<file path="src/rtl/lpcore_pkg.sv">
package lpcore_pkg;

    localparam int IW      = 32;
    localparam int REG_W   = 16;
    localparam int PC_W    = 11;
    localparam int NREG    = 4;
    localparam int RSEL_W  = $clog2(NREG);
    localparam int SHAMT_W = $clog2(REG_W);
    localparam int DLY_W   = 16;
    localparam int MAG_W   = 7;

    localparam logic [3:0] OPC_DELAY  = 4'd4;
    localparam logic [3:0] OPC_STORE  = 4'd6;
    localparam logic [3:0] OPC_ALU    = 4'd7;
    localparam logic [3:0] OPC_BRANCH = 4'd8;
    localparam logic [3:0] OPC_EVENT  = 4'd9;
    localparam logic [3:0] OPC_HALT   = 4'd11;
    localparam logic [3:0] OPC_LOAD   = 4'd13;

    typedef enum logic [3:0] {
        ALU_ADD = 4'd0,
        ALU_SUB = 4'd1,
        ALU_AND = 4'd2,
        ALU_OR  = 4'd3,
        ALU_MOV = 4'd4,
        ALU_SHL = 4'd5,
        ALU_SHR = 4'd6
    } alu_op_e;

    typedef enum logic [2:0] {
        ST_IDLE,
        ST_FETCH,
        ST_LATCH,
        ST_EXEC,
        ST_LDWAIT,
        ST_DELAY
    } core_state_e;

    typedef struct packed {
        logic [REG_W-1:0] value;
        logic             zero;
        logic             ovf;
    } alu_out_t;

    function automatic logic alu_op_valid(input logic [3:0] sel);
        return sel <= 4'd6;
    endfunction

endpackage

</file>
<file path="src/rtl/lpcore_regfile.sv">
module lpcore_regfile
    import lpcore_pkg::*;
(
    input  logic              clk,
    input  logic              rst,
    input  logic              we,
    input  logic [RSEL_W-1:0] waddr,
    input  logic [REG_W-1:0]  wdata,
    input  logic [RSEL_W-1:0] ra_a,
    input  logic [RSEL_W-1:0] ra_b,
    input  logic [RSEL_W-1:0] ra_c,
    output logic [REG_W-1:0]  rd_a,
    output logic [REG_W-1:0]  rd_b,
    output logic [REG_W-1:0]  rd_c,
    output logic [REG_W-1:0]  rd_zero
);
    logic [REG_W-1:0] regs [NREG];

    for (genvar i = 0; i < NREG; i++) begin : g_reg
        always_ff @(posedge clk) begin
            if (rst)
                regs[i] <= '0;
            else if (we && waddr == RSEL_W'(i))
                regs[i] <= wdata;
        end
    end

    assign rd_a    = regs[ra_a];
    assign rd_b    = regs[ra_b];
    assign rd_c    = regs[ra_c];
    assign rd_zero = regs[0];

    // a write lands in the selected register on the next cycle
    a_r3_write_lands: assert property (@(posedge clk) disable iff (rst)
        we |=> regs[$past(waddr)] == $past(wdata));
endmodule

</file>
<file path="src/rtl/lpcore_alu.sv">
module lpcore_alu
    import lpcore_pkg::*;
(
    input  logic [REG_W-1:0] opa,
    input  logic [REG_W-1:0] opb,
    input  logic [3:0]       sel,
    output alu_out_t         res
);
    logic [REG_W:0]       wide;
    logic [SHAMT_W-1:0]   shamt;

    assign shamt = opb[SHAMT_W-1:0];

    always_comb begin
        wide = '0;
        case (sel)
            ALU_ADD: wide = {1'b0, opa} + {1'b0, opb};
            ALU_SUB: wide = {1'b0, opa} - {1'b0, opb};
            ALU_AND: wide = {1'b0, opa & opb};
            ALU_OR:  wide = {1'b0, opa | opb};
            ALU_MOV: wide = {1'b0, opb};
            ALU_SHL: wide = {1'b0, opa << shamt};
            ALU_SHR: wide = {1'b0, opa >> shamt};
            default: wide = {1'b0, opa};
        endcase
        res.value = wide[REG_W-1:0];
        res.zero  = (wide[REG_W-1:0] == '0);
        res.ovf   = wide[REG_W];
    end
endmodule

</file>
<file path="src/rtl/lpcore_branch.sv">
module lpcore_branch
    import lpcore_pkg::*;
(
    input  logic [2:0]       sub,
    input  logic [2:0]       cond,
    input  logic             use_reg,
    input  logic [PC_W-1:0]  abs_addr,
    input  logic [PC_W-1:0]  reg_target,
    input  logic             rel_neg,
    input  logic [MAG_W-1:0] rel_mag,
    input  logic             rel_ge,
    input  logic [REG_W-1:0] rel_imm,
    input  logic [REG_W-1:0] r0,
    input  logic [PC_W-1:0]  pc,
    input  logic             zflag,
    input  logic             oflag,
    output logic             take,
    output logic [PC_W-1:0]  target
);
    logic lt;

    assign lt = r0 < rel_imm;

    always_comb begin
        take   = 1'b0;
        target = pc;
        case (sub)
            3'd0: begin
                target = use_reg ? reg_target : abs_addr;
                case (cond)
                    3'd0:    take = 1'b1;
                    3'd1:    take = zflag;
                    3'd2:    take = oflag;
                    default: take = 1'b0;
                endcase
            end
            3'd1: begin
                take   = rel_ge ? !lt : lt;
                target = rel_neg ? pc - PC_W'(rel_mag) : pc + PC_W'(rel_mag);
            end
            default: take = 1'b0;
        endcase
    end
endmodule

</file>
<file path="src/rtl/lpcore_top.sv">
module lpcore_top
    import lpcore_pkg::*;
(
    input  logic            clk,
    input  logic            rst,
    input  logic            start,
    input  logic [PC_W-1:0] start_pc,
    output logic [PC_W-1:0] mem_addr,
    output logic            mem_re,
    output logic            mem_we,
    output logic [IW-1:0]   mem_wdata,
    input  logic [IW-1:0]   mem_rdata,
    output logic            running,
    output logic            halt_evt,
    output logic            end_evt,
    output logic            wake_evt,
    output logic            sleep_evt,
    output logic [3:0]      sleep_sel
);
    core_state_e      state;
    logic [PC_W-1:0]  pc;
    logic [IW-1:0]    ir;
    logic             zf, of;
    logic [DLY_W-1:0] dcnt;

    logic [3:0] opc;
    logic [2:0] sub;
    logic [3:0] asel;
    logic       alu_ok, exec;

    logic [REG_W-1:0] rd_a, rd_b, rd_c, r0;
    logic [REG_W-1:0] opb;
    logic             rf_we;
    logic [REG_W-1:0] rf_wdata;
    alu_out_t         alu_res;
    logic             br_take;
    logic [PC_W-1:0]  br_target;
    logic [PC_W-1:0]  ea;
    logic [PC_W-1:0]  pc_next;

    assign opc     = ir[31:28];
    assign sub     = ir[27:25];
    assign asel    = ir[24:21];
    assign exec    = (state == ST_EXEC);
    assign alu_ok  = (opc == OPC_ALU) && (sub <= 3'd1) && alu_op_valid(asel);
    assign running = (state != ST_IDLE);
    assign pc_next = pc + PC_W'(1);
    assign ea      = rd_a[PC_W-1:0] + ir[20:10];

    assign opb = (sub == 3'd1) ? ir[19:4]
               : (asel == ALU_MOV) ? rd_a : rd_b;

    assign rf_we    = (exec && alu_ok) || (state == ST_LDWAIT);
    assign rf_wdata = (state == ST_LDWAIT) ? mem_rdata[REG_W-1:0] : alu_res.value;

    lpcore_regfile u_rf (
        .clk     (clk),
        .rst     (rst),
        .we      (rf_we),
        .waddr   (ir[1:0]),
        .wdata   (rf_wdata),
        .ra_a    (ir[3:2]),
        .ra_b    (ir[5:4]),
        .ra_c    (ir[1:0]),
        .rd_a    (rd_a),
        .rd_b    (rd_b),
        .rd_c    (rd_c),
        .rd_zero (r0)
    );

    lpcore_alu u_alu (
        .opa (rd_a),
        .opb (opb),
        .sel (asel),
        .res (alu_res)
    );

    lpcore_branch u_br (
        .sub        (sub),
        .cond       (ir[24:22]),
        .use_reg    (ir[21]),
        .abs_addr   (ir[12:2]),
        .reg_target (rd_c[PC_W-1:0]),
        .rel_neg    (ir[24]),
        .rel_mag    (ir[23:17]),
        .rel_ge     (ir[16]),
        .rel_imm    (ir[15:0]),
        .r0         (r0),
        .pc         (pc),
        .zflag      (zf),
        .oflag      (of),
        .take       (br_take),
        .target     (br_target)
    );

    // memory port steering
    always_comb begin
        mem_addr  = pc;
        mem_re    = 1'b0;
        mem_we    = 1'b0;
        mem_wdata = '0;
        if (state == ST_FETCH) begin
            mem_re = 1'b1;
        end else if (exec && opc == OPC_LOAD) begin
            mem_addr = ea;
            mem_re   = 1'b1;
        end else if (exec && opc == OPC_STORE) begin
            mem_addr  = ea;
            mem_we    = 1'b1;
            mem_wdata = {{(IW-REG_W-PC_W){1'b0}}, pc, rd_c};
        end
    end

    always_ff @(posedge clk) begin
        if (rst) begin
            state     <= ST_IDLE;
            pc        <= '0;
            ir        <= '0;
            zf        <= 1'b0;
            of        <= 1'b0;
            dcnt      <= '0;
            halt_evt  <= 1'b0;
            end_evt   <= 1'b0;
            wake_evt  <= 1'b0;
            sleep_evt <= 1'b0;
            sleep_sel <= '0;
        end else begin
            halt_evt  <= 1'b0;
            end_evt   <= 1'b0;
            wake_evt  <= 1'b0;
            sleep_evt <= 1'b0;
            case (state)
                ST_IDLE: begin
                    if (start) begin
                        pc    <= start_pc;
                        state <= ST_FETCH;
                    end
                end
                ST_FETCH: state <= ST_LATCH;
                ST_LATCH: begin
                    ir    <= mem_rdata;
                    state <= ST_EXEC;
                end
                ST_EXEC: begin
                    pc    <= pc_next;
                    state <= ST_FETCH;
                    case (opc)
                        OPC_ALU: begin
                            if (alu_ok) begin
                                zf <= alu_res.zero;
                                of <= ((asel == ALU_ADD) || (asel == ALU_SUB)) && alu_res.ovf;
                            end
                        end
                        OPC_BRANCH: begin
                            if (br_take) pc <= br_target;
                        end
                        OPC_LOAD: begin
                            pc    <= pc;
                            state <= ST_LDWAIT;
                        end
                        OPC_DELAY: begin
                            if (ir[DLY_W-1:0] != '0) begin
                                pc    <= pc;
                                dcnt  <= ir[DLY_W-1:0];
                                state <= ST_DELAY;
                            end
                        end
                        OPC_EVENT: begin
                            if (sub == 3'd0) begin
                                end_evt  <= 1'b1;
                                wake_evt <= ir[0];
                            end else if (sub == 3'd1) begin
                                sleep_evt <= 1'b1;
                                sleep_sel <= ir[3:0];
                            end
                        end
                        OPC_HALT: begin
                            pc       <= pc;
                            halt_evt <= 1'b1;
                            state    <= ST_IDLE;
                        end
                        default: ;
                    endcase
                end
                ST_LDWAIT: begin
                    pc    <= pc_next;
                    state <= ST_FETCH;
                end
                ST_DELAY: begin
                    dcnt <= dcnt - DLY_W'(1);
                    if (dcnt == DLY_W'(1)) begin
                        pc    <= pc_next;
                        state <= ST_FETCH;
                    end
                end
                default: state <= ST_IDLE;
            endcase
        end
    end

    // an idle core leaves memory alone
    a_r1_idle_quiet: assert property (@(posedge clk) disable iff (rst)
        !running |-> (!mem_re && !mem_we));

    // the core only begins running in response to a start pulse
    a_r2_start_only: assert property (@(posedge clk) disable iff (rst)
        $rose(running) |-> $past(start));

    // flags move only when an ALU instruction executes
    a_r4_flags_hold: assert property (@(posedge clk) disable iff (rst)
        !(exec && alu_ok) |=> ($stable(zf) && $stable(of)));

    // a store is a single write cycle followed by the next fetch
    a_r8_store_then_fetch: assert property (@(posedge clk) disable iff (rst)
        mem_we |=> (mem_re && !mem_we));

    // the PC is frozen while a stall is still counting
    a_r9_stall_holds_pc: assert property (@(posedge clk) disable iff (rst)
        (state == ST_DELAY && dcnt != DLY_W'(1)) |=> (state == ST_DELAY && $stable(pc)));

    // at most one event kind per cycle, and halt leaves the core idle
    a_r10_events_onehot: assert property (@(posedge clk) disable iff (rst)
        $onehot0({halt_evt, end_evt, sleep_evt}));
    a_r10_halt_idle: assert property (@(posedge clk) disable iff (rst)
        halt_evt |-> !running);
endmodule

</file>
<file path="config.mk">
export PLATFORM = sky130hd
export DESIGN_NAME = lpcore_top
export DESIGN_NICKNAME = d
export VERILOG_FILES = /design/src/rtl/lpcore_pkg.sv /design/src/rtl/lpcore_regfile.sv /design/src/rtl/lpcore_alu.sv /design/src/rtl/lpcore_branch.sv /design/src/rtl/lpcore_top.sv
export SDC_FILE = /design/constraint.sdc
export NUM_CORES = 1
export LEC_CHECK = 0
export BUFFER_PORTS_ARGS = -buffer_cell sky130_fd_sc_hd__buf_4
export CORE_UTILIZATION = 40
export CTS_CLUSTER_SIZE = 10
export DETAILED_ROUTE_END_ITERATION = 6
export SLEW_MARGIN = 20
export SYNTH_ARGS = -nofsm -noshare
export SYNTH_HDL_FRONTEND = slang
export SYNTH_SLANG_ARGS = --single-unit
</file>
<file path="constraint.sdc">
create_clock -name clk -period 7.3 [get_ports clk]
set_clock_uncertainty 0.1 [all_clocks]
set_input_delay 0.73 -clock clk [delete_from_list [all_inputs] [get_ports clk]]
set_output_delay 0.73 -clock clk [all_outputs]
set_load 0.02 [all_outputs]
</file>
==> results of run 1 <==
worst max-delay path, cell delays in order, from the launching register on:
cell	delay (ps)
dfxtp_1	490
buf_4	250
or4b_1	580
nor3_4	380
or3_4	480
inv_2	320
nor2_1	370
and3_1	260
a21oi_1	90
xor2_1	190
ha_1	360
o21ai_0	140
nor2_1	120
o21ai_0	140
a31oi_1	330
mux2i_1	280
o22ai_1	190
o31ai_1	730
nor2_1	120
per-layer routing:
layer  vias to the layer above  GRT usage
li1                       5915          -
met1                      6246      0.436
met2                       859      0.469
met3                       146     0.0693
met4                         0      0.159
met5                         -          0
layout make-up:
class | instances | share of cell area
multi-input combinational | 1283 | 0.599
sequential | 142 | 0.243
timing repair buffer | 127 | 0.0665
clock buffer | 21 | 0.0351
tap | 396 | 0.0346
inverter | 54 | 0.0141
clock inverter | 11 | 0.00812
state kept, by name, indices dropped and copies added, names as in the netlist, 3 cells and up, named ones only:
name	flops
pc	11
u_rf.regs	64
ir	32
sleep_sel	4
dcnt	16
state	3
worst max-delay path by stage:
stage / from / end / cells past startpoint
after floorplan: ir[22] / zf / 23
after global placement: ir[23] / zf / 19
after detailed placement: ir[23] / u_rf.regs[1][13] / 18
after CTS: ir[23] / u_rf.regs[1][8] / 20
after global routing: ir[23] / zf / 20
final: ir[23] / u_rf.regs[1][13] / 18
placed cells by master, fill, tap and decap left out, types with 6 or more instances in the layout:
cell type  count
or3_1         13
o32ai_1        8
a21boi_0       8
o31ai_1       11
buf_4        127
o211ai_1      17
and2_1        32
nor2b_1        8
nand4_1        8
xnor2_1       34
mux2i_1       42
o22ai_1       17
o21ai_0       85
a22oi_1       12
nand2b_1      11
clkbuf_16     19
nor2_1       203
nand3_1       32
nor3_1        49
nor4_1        16
o21ai_1        6
a21oi_1      140
edfxtp_1      64
a211oi_1      24
xor2_1        21
o221ai_1       6
inv_1         51
and3_1         9
dfxtp_1       78
nand2_1      204
a221oi_1      20
or4_1          6
a31oi_1       18
a21o_1        17
ha_1          59
mux4_2        48
logic make-up (layout without fill, tap and decap cells):
logic type,after synthesis,after routing,synth area share
multiplexers,97,97,0.124
buffers and inverters,174,213,0.0567
AO/OA/AOI/OAI,444,444,0.221
adder cells (fa/ha/maj),63,63,0.0634
XOR/XNOR,55,55,0.0378
AND/OR/NAND/NOR,619,619,0.223
flip-flops,142,142,0.273
other,1,5,0.000294
per-stage QoR:
stage / util / cell area, um^2
4_1_cts: 0.463 / 14300
5_1_grt: 0.463 / 14300
6_report: 0.463 / 14300
2_1_floorplan: - / 12800
3_3_place_gp: 0.443 / 13700
3_5_place_dp: 0.443 / 13700
report_power, final:
group	internal [mW]	total [mW]	switching [mW]
clock	0.537	0.926	0.389
sequential	0.876	0.969	0.0932
combinational	0.705	2.04	1.33
==> impl_metrics.toml, run 1 <==
[placement]
pre_cts_ws_ps = 1350
gp_congestion = 1.03
io_buffers = 94
hpwl_mm = 38.5
dp_cells = 2002

[logic_synthesis]
yosys.area.top_type = "edfxtp_1"
yosys.cell_count.top_type = "nand2_1"
synthArstFlopShare = 0
ys_types = 80
syn_area_mm2 = 0.0127
synth.top_cell.area_share = 0.151
synth_edf_count = 64
synth_cells = 1595
ys_seq_area_frac = 0.273
synth.area.top_cells = "edfxtp_1 (15%), dfxtp_1 (12%), mux4_2 (8.5%)"
yosysWarnings = 0
synth_common_cells = "nand2_1 (204), nor2_1 (203), a21oi_1 (142)"
ys_ff_latch = 142
syn_avg_cell_area_um2 = 7.99
ys.flop_type = "dfxtp_1"

[floorplan]
coreArea_mm2 = 0.0310
start_util = 0.411
num_rows = 64
fp.dieW_um = 181
die_h_um = 181
fp.dieArea_mm2 = 0.0326
ios = 100

[route]
wl_met1_mm = 21.7
ant_nets = 0
wl_per_cell_um = 25.6
wl_met2_mm = 22.1
via_per_inst = 6.47
top_layer_used = "met4"
route.met3.wl_mm = 5.57
drt_wl_total_mm = 52.0
drtPass1Iterations = 5
drcViolationCount = 0
routed-via-count = 13200
first_iter_violations = 1748

[power_and_ir_drop]
vdd_drop_max_v = 0.000200
p_leak_nw = 5.43
power_mw = 3.93
power_density_mw_per_mm2 = 274

[setup_path]
crit_type = "flop to flop"
rr_worst_depth = 18
regToRegStartpoint = "ir[23]"
required_ps = 7370
critical_path.endpoint_type = "flop"
r2r-end = "u_rf.regs[1][13]"
crit_path_start_kind = "flop"
critPathMaxFanout = 32
arrival_ps = 6300
ff2ff_setup_slack_ps = 1060

[global_routing]
grt_max_degree = 57
grt_overflow = 0
antenna_found_initial = 0
grt_pass1_wl_mm = 77.8
grt_usage = 0.318
grt_pass1_vias = 12100

[finish]
nets = 1733
fill_cells = 3084
seq_area_mm2 = 0.00348
areaGrowthSynthToFinish_pct = 12.5
n_antenna_cell = 0
multi_input_area_mm2 = 0.00858
drive_gt1_frac = 0.142
final_cells = 2034

[min_path]
timing.hold.worst.class = "flop to flop"
hold_end = "dcnt[9]"
hp-start = "dcnt[9]"
whs_path_depth = 2

[clocking]
cts_buffers = 17
clock_path_buffers = 2
cts_tree = "done"
ctsResizeCount = 0
clk_root_buffer_cell = "clkbuf_16"
insertion_delay_ps = 440
postCtsSetupRepairBufs = 0
cts_max_level = 4
postCtsHoldBufs = 0
cts.sinks = 142
clk_transition_reported_paths_ps = 70

[timing]
finalSetupViolCount = 0
slew_headroom = 0.346
period_share = 0.854
fmax_ghz = 0.160
rsz0062_at_grt = "no"
finalCriticalPeriod_ps = 6240
timing.hold.ws_ps = 397
hold_viol_final = 0
setup-tns-final_ps = 0
setup_slack_ps = 1060
tightest_slew_ps = 974
maxSlewViolCount = 0

[run]
drv_cap = 0

[status]
status = "complete, no violations"
Power figures use the tool's default switching activity.
==> run 2, diff against run 1 <==
- CTS_BUF_LIST: unset -> sky130_fd_sc_hd__clkbuf_4
- MAX_ROUTING_LAYER: unset -> met4
- SKIP_CTS_REPAIR_TIMING: unset -> 1
==> impl_metrics.toml, run 2 (same netlist as run 1, synthesis figures left out) <==
[status]
status = "finished, violations left"
violations = "DRC"

[setup_path]
arrival_ps = 6480
slowest_delay_ps = 640
crit_type = "flop to flop"
crit_path_start_kind = "flop"
critical_path.cell_chain = "buf_4, mux4_2, nor3_4, or3_4, inv_2, nor2_1, and3_1, a21oi_1, xor2_1, ha_1, o21ai_0, nor2_1, o21ai_0, a31oi_1, mux2i_1, o22ai_1, a2111oi_0, nand4_1, or4_1, nand2_1"
critical_path.endpoint_type = "flop"
critPathMaxFanout = 32
cp_slowest_cell = "mux4_2"
required_ps = 7760

[timing]
finalCriticalPeriod_ps = 6020
finalSetupViolCount = 0
rsz0062_at_grt = "no"
fmax_ghz = 0.166
hold_viol_final = 0
maxSlewViolCount = 0
slew_headroom = 0.335
period_share = 0.824
setup-tns-final_ps = 0
tightest_slew_ps = 988
setup_slack_ps = 1280

[global_routing]
grt_usage = 0.330
grt_pass1_wl_mm = 78.0
grt_overflow = 0
grt_pass1_vias = 12000
antenna_found_initial = 1
grt_max_degree = 57

[clocking]
clk_transition_reported_paths_ps = 150
insertion_delay_ps = 610
clk_root_buffer_cell = "clkbuf_4"
clock_path_buffers = 2
cts_max_level = 4
cts.sinks = 142
cts_tree = "done"
cts_buffers = 17

[power_and_ir_drop]
p_leak_nw = 5.32
power_density_mw_per_mm2 = 258
vdd_drop_max_v = 0.000176

[route]
drt_wl_total_mm = 52.4
routed-via-count = 13100
first_iter_violations = 1806
wl_per_cell_um = 25.7
ant_nets = 0
drcViolationCount = 5
drtPass1Iterations = 7
via_per_inst = 6.45

[floorplan]
die_h_um = 181
num_rows = 64
start_util = 0.411
ios = 100
fp.dieArea_mm2 = 0.0326
coreArea_mm2 = 0.0310
fp.dieW_um = 181

[min_path]
timing.hold.worst.class = "primary input to flop"
hp-start = "mem_rdata[29]"

[placement]
io_buffers = 94
pre_cts_ws_ps = 1390
gp_congestion = 1.05
place_area_mm2 = 0.0137
dp_cells = 2005
hpwl_mm = 39.1

[finish]
nets = 1736
largest_register_ffs = 64
drive_gt1_frac = 0.143
top_register = "u_rf.regs"
postLayoutCellArea_mm2 = 0.0141
largestRegisters = "u_rf.regs (64), ir (32), dcnt (16)"
mostFrequentLayoutCells = "nand2_1 (204), nor2_1 (203), a21oi_1 (140)"
final_common_cell = "nand2_1"
final_cells = 2038
areaGrowthSynthToFinish_pct = 10.4

[run]
drv_cap = 0
## run 2: cell count changes in the layout (fill, tap and decap cells not counted), moves of 2 or more
cell | previous run | this run
clkbuf_16 | 19 | 0
clkbuf_4 | 0 | 19
buf_4 | 127 | 130
bufinv_16 | 1 | 3
clkbuf_8 | 2 | 0
clkinvlp_4 | 2 | 0
## run 2: routing by layer
metal / vias to the layer above / global-route usage / part of all wire
li1: 5932 / - / -
met1: 6245 / 0.447 / 0.42
met2: 830 / 0.479 / 0.43
met3: 133 / 0.0697 / 0.11
met4: 0 / 0.123 / 0.038
met5: - / - / 0
## run 2: per-stage QoR
stage | power, mW | utilization | hold slack, ps
after global routing | 3.79 | 0.454 | 236
after detailed placement | 2.97 | 0.443 | 369
after floorplan | 2.29 | - | 332
after CTS | 3.57 | 0.454 | 239
after global placement | 2.98 | 0.443 | 352
final | 3.62 | 0.454 | 266
## run 2: cell type report
| class | count | area, um^2 |
|---|---|---|
| Antenna cell | 1 | 2.50 |
| Timing Repair Buffer | 130 | 976 |
| Clock inverter | 13 | 178 |
| Clock buffer | 19 | 143 |
| Sequential cell | 142 | 3480 |
| Tap cell | 396 | 495 |
| Inverter | 54 | 203 |
| Fill cell | 3109 | 16900 |
| Multi-Input combinational cell | 1283 | 8580 |
## run 2: critical path: cells and delay by family (launching register included)
family | cells | cell delay, ps
and+or+nand+nor | 8 | 2110
AOI/OAI and AO/OA | 6 | 1300
muxes | 2 | 970
buffers and inverters | 2 | 620
adders and majority gates | 1 | 370
DFF | 1 | 330
xor gates and xnor gates | 1 | 190
## run 2: report_power, final
part           leakage, nW  internal (mW)  switching, mW
Combinational         3.85          0.709           1.35
Clock                0.175          0.255          0.347
Sequential            1.29          0.875         0.0902
## run 2: path summary, 6_finish.rpt
check,to,slack [ps],depth (start not counted)
setup / recovery,zf,1280,20
hold / removal,ir[29],270,3
setup reg to reg,zf,1280,20
hold reg to reg,of,400,2
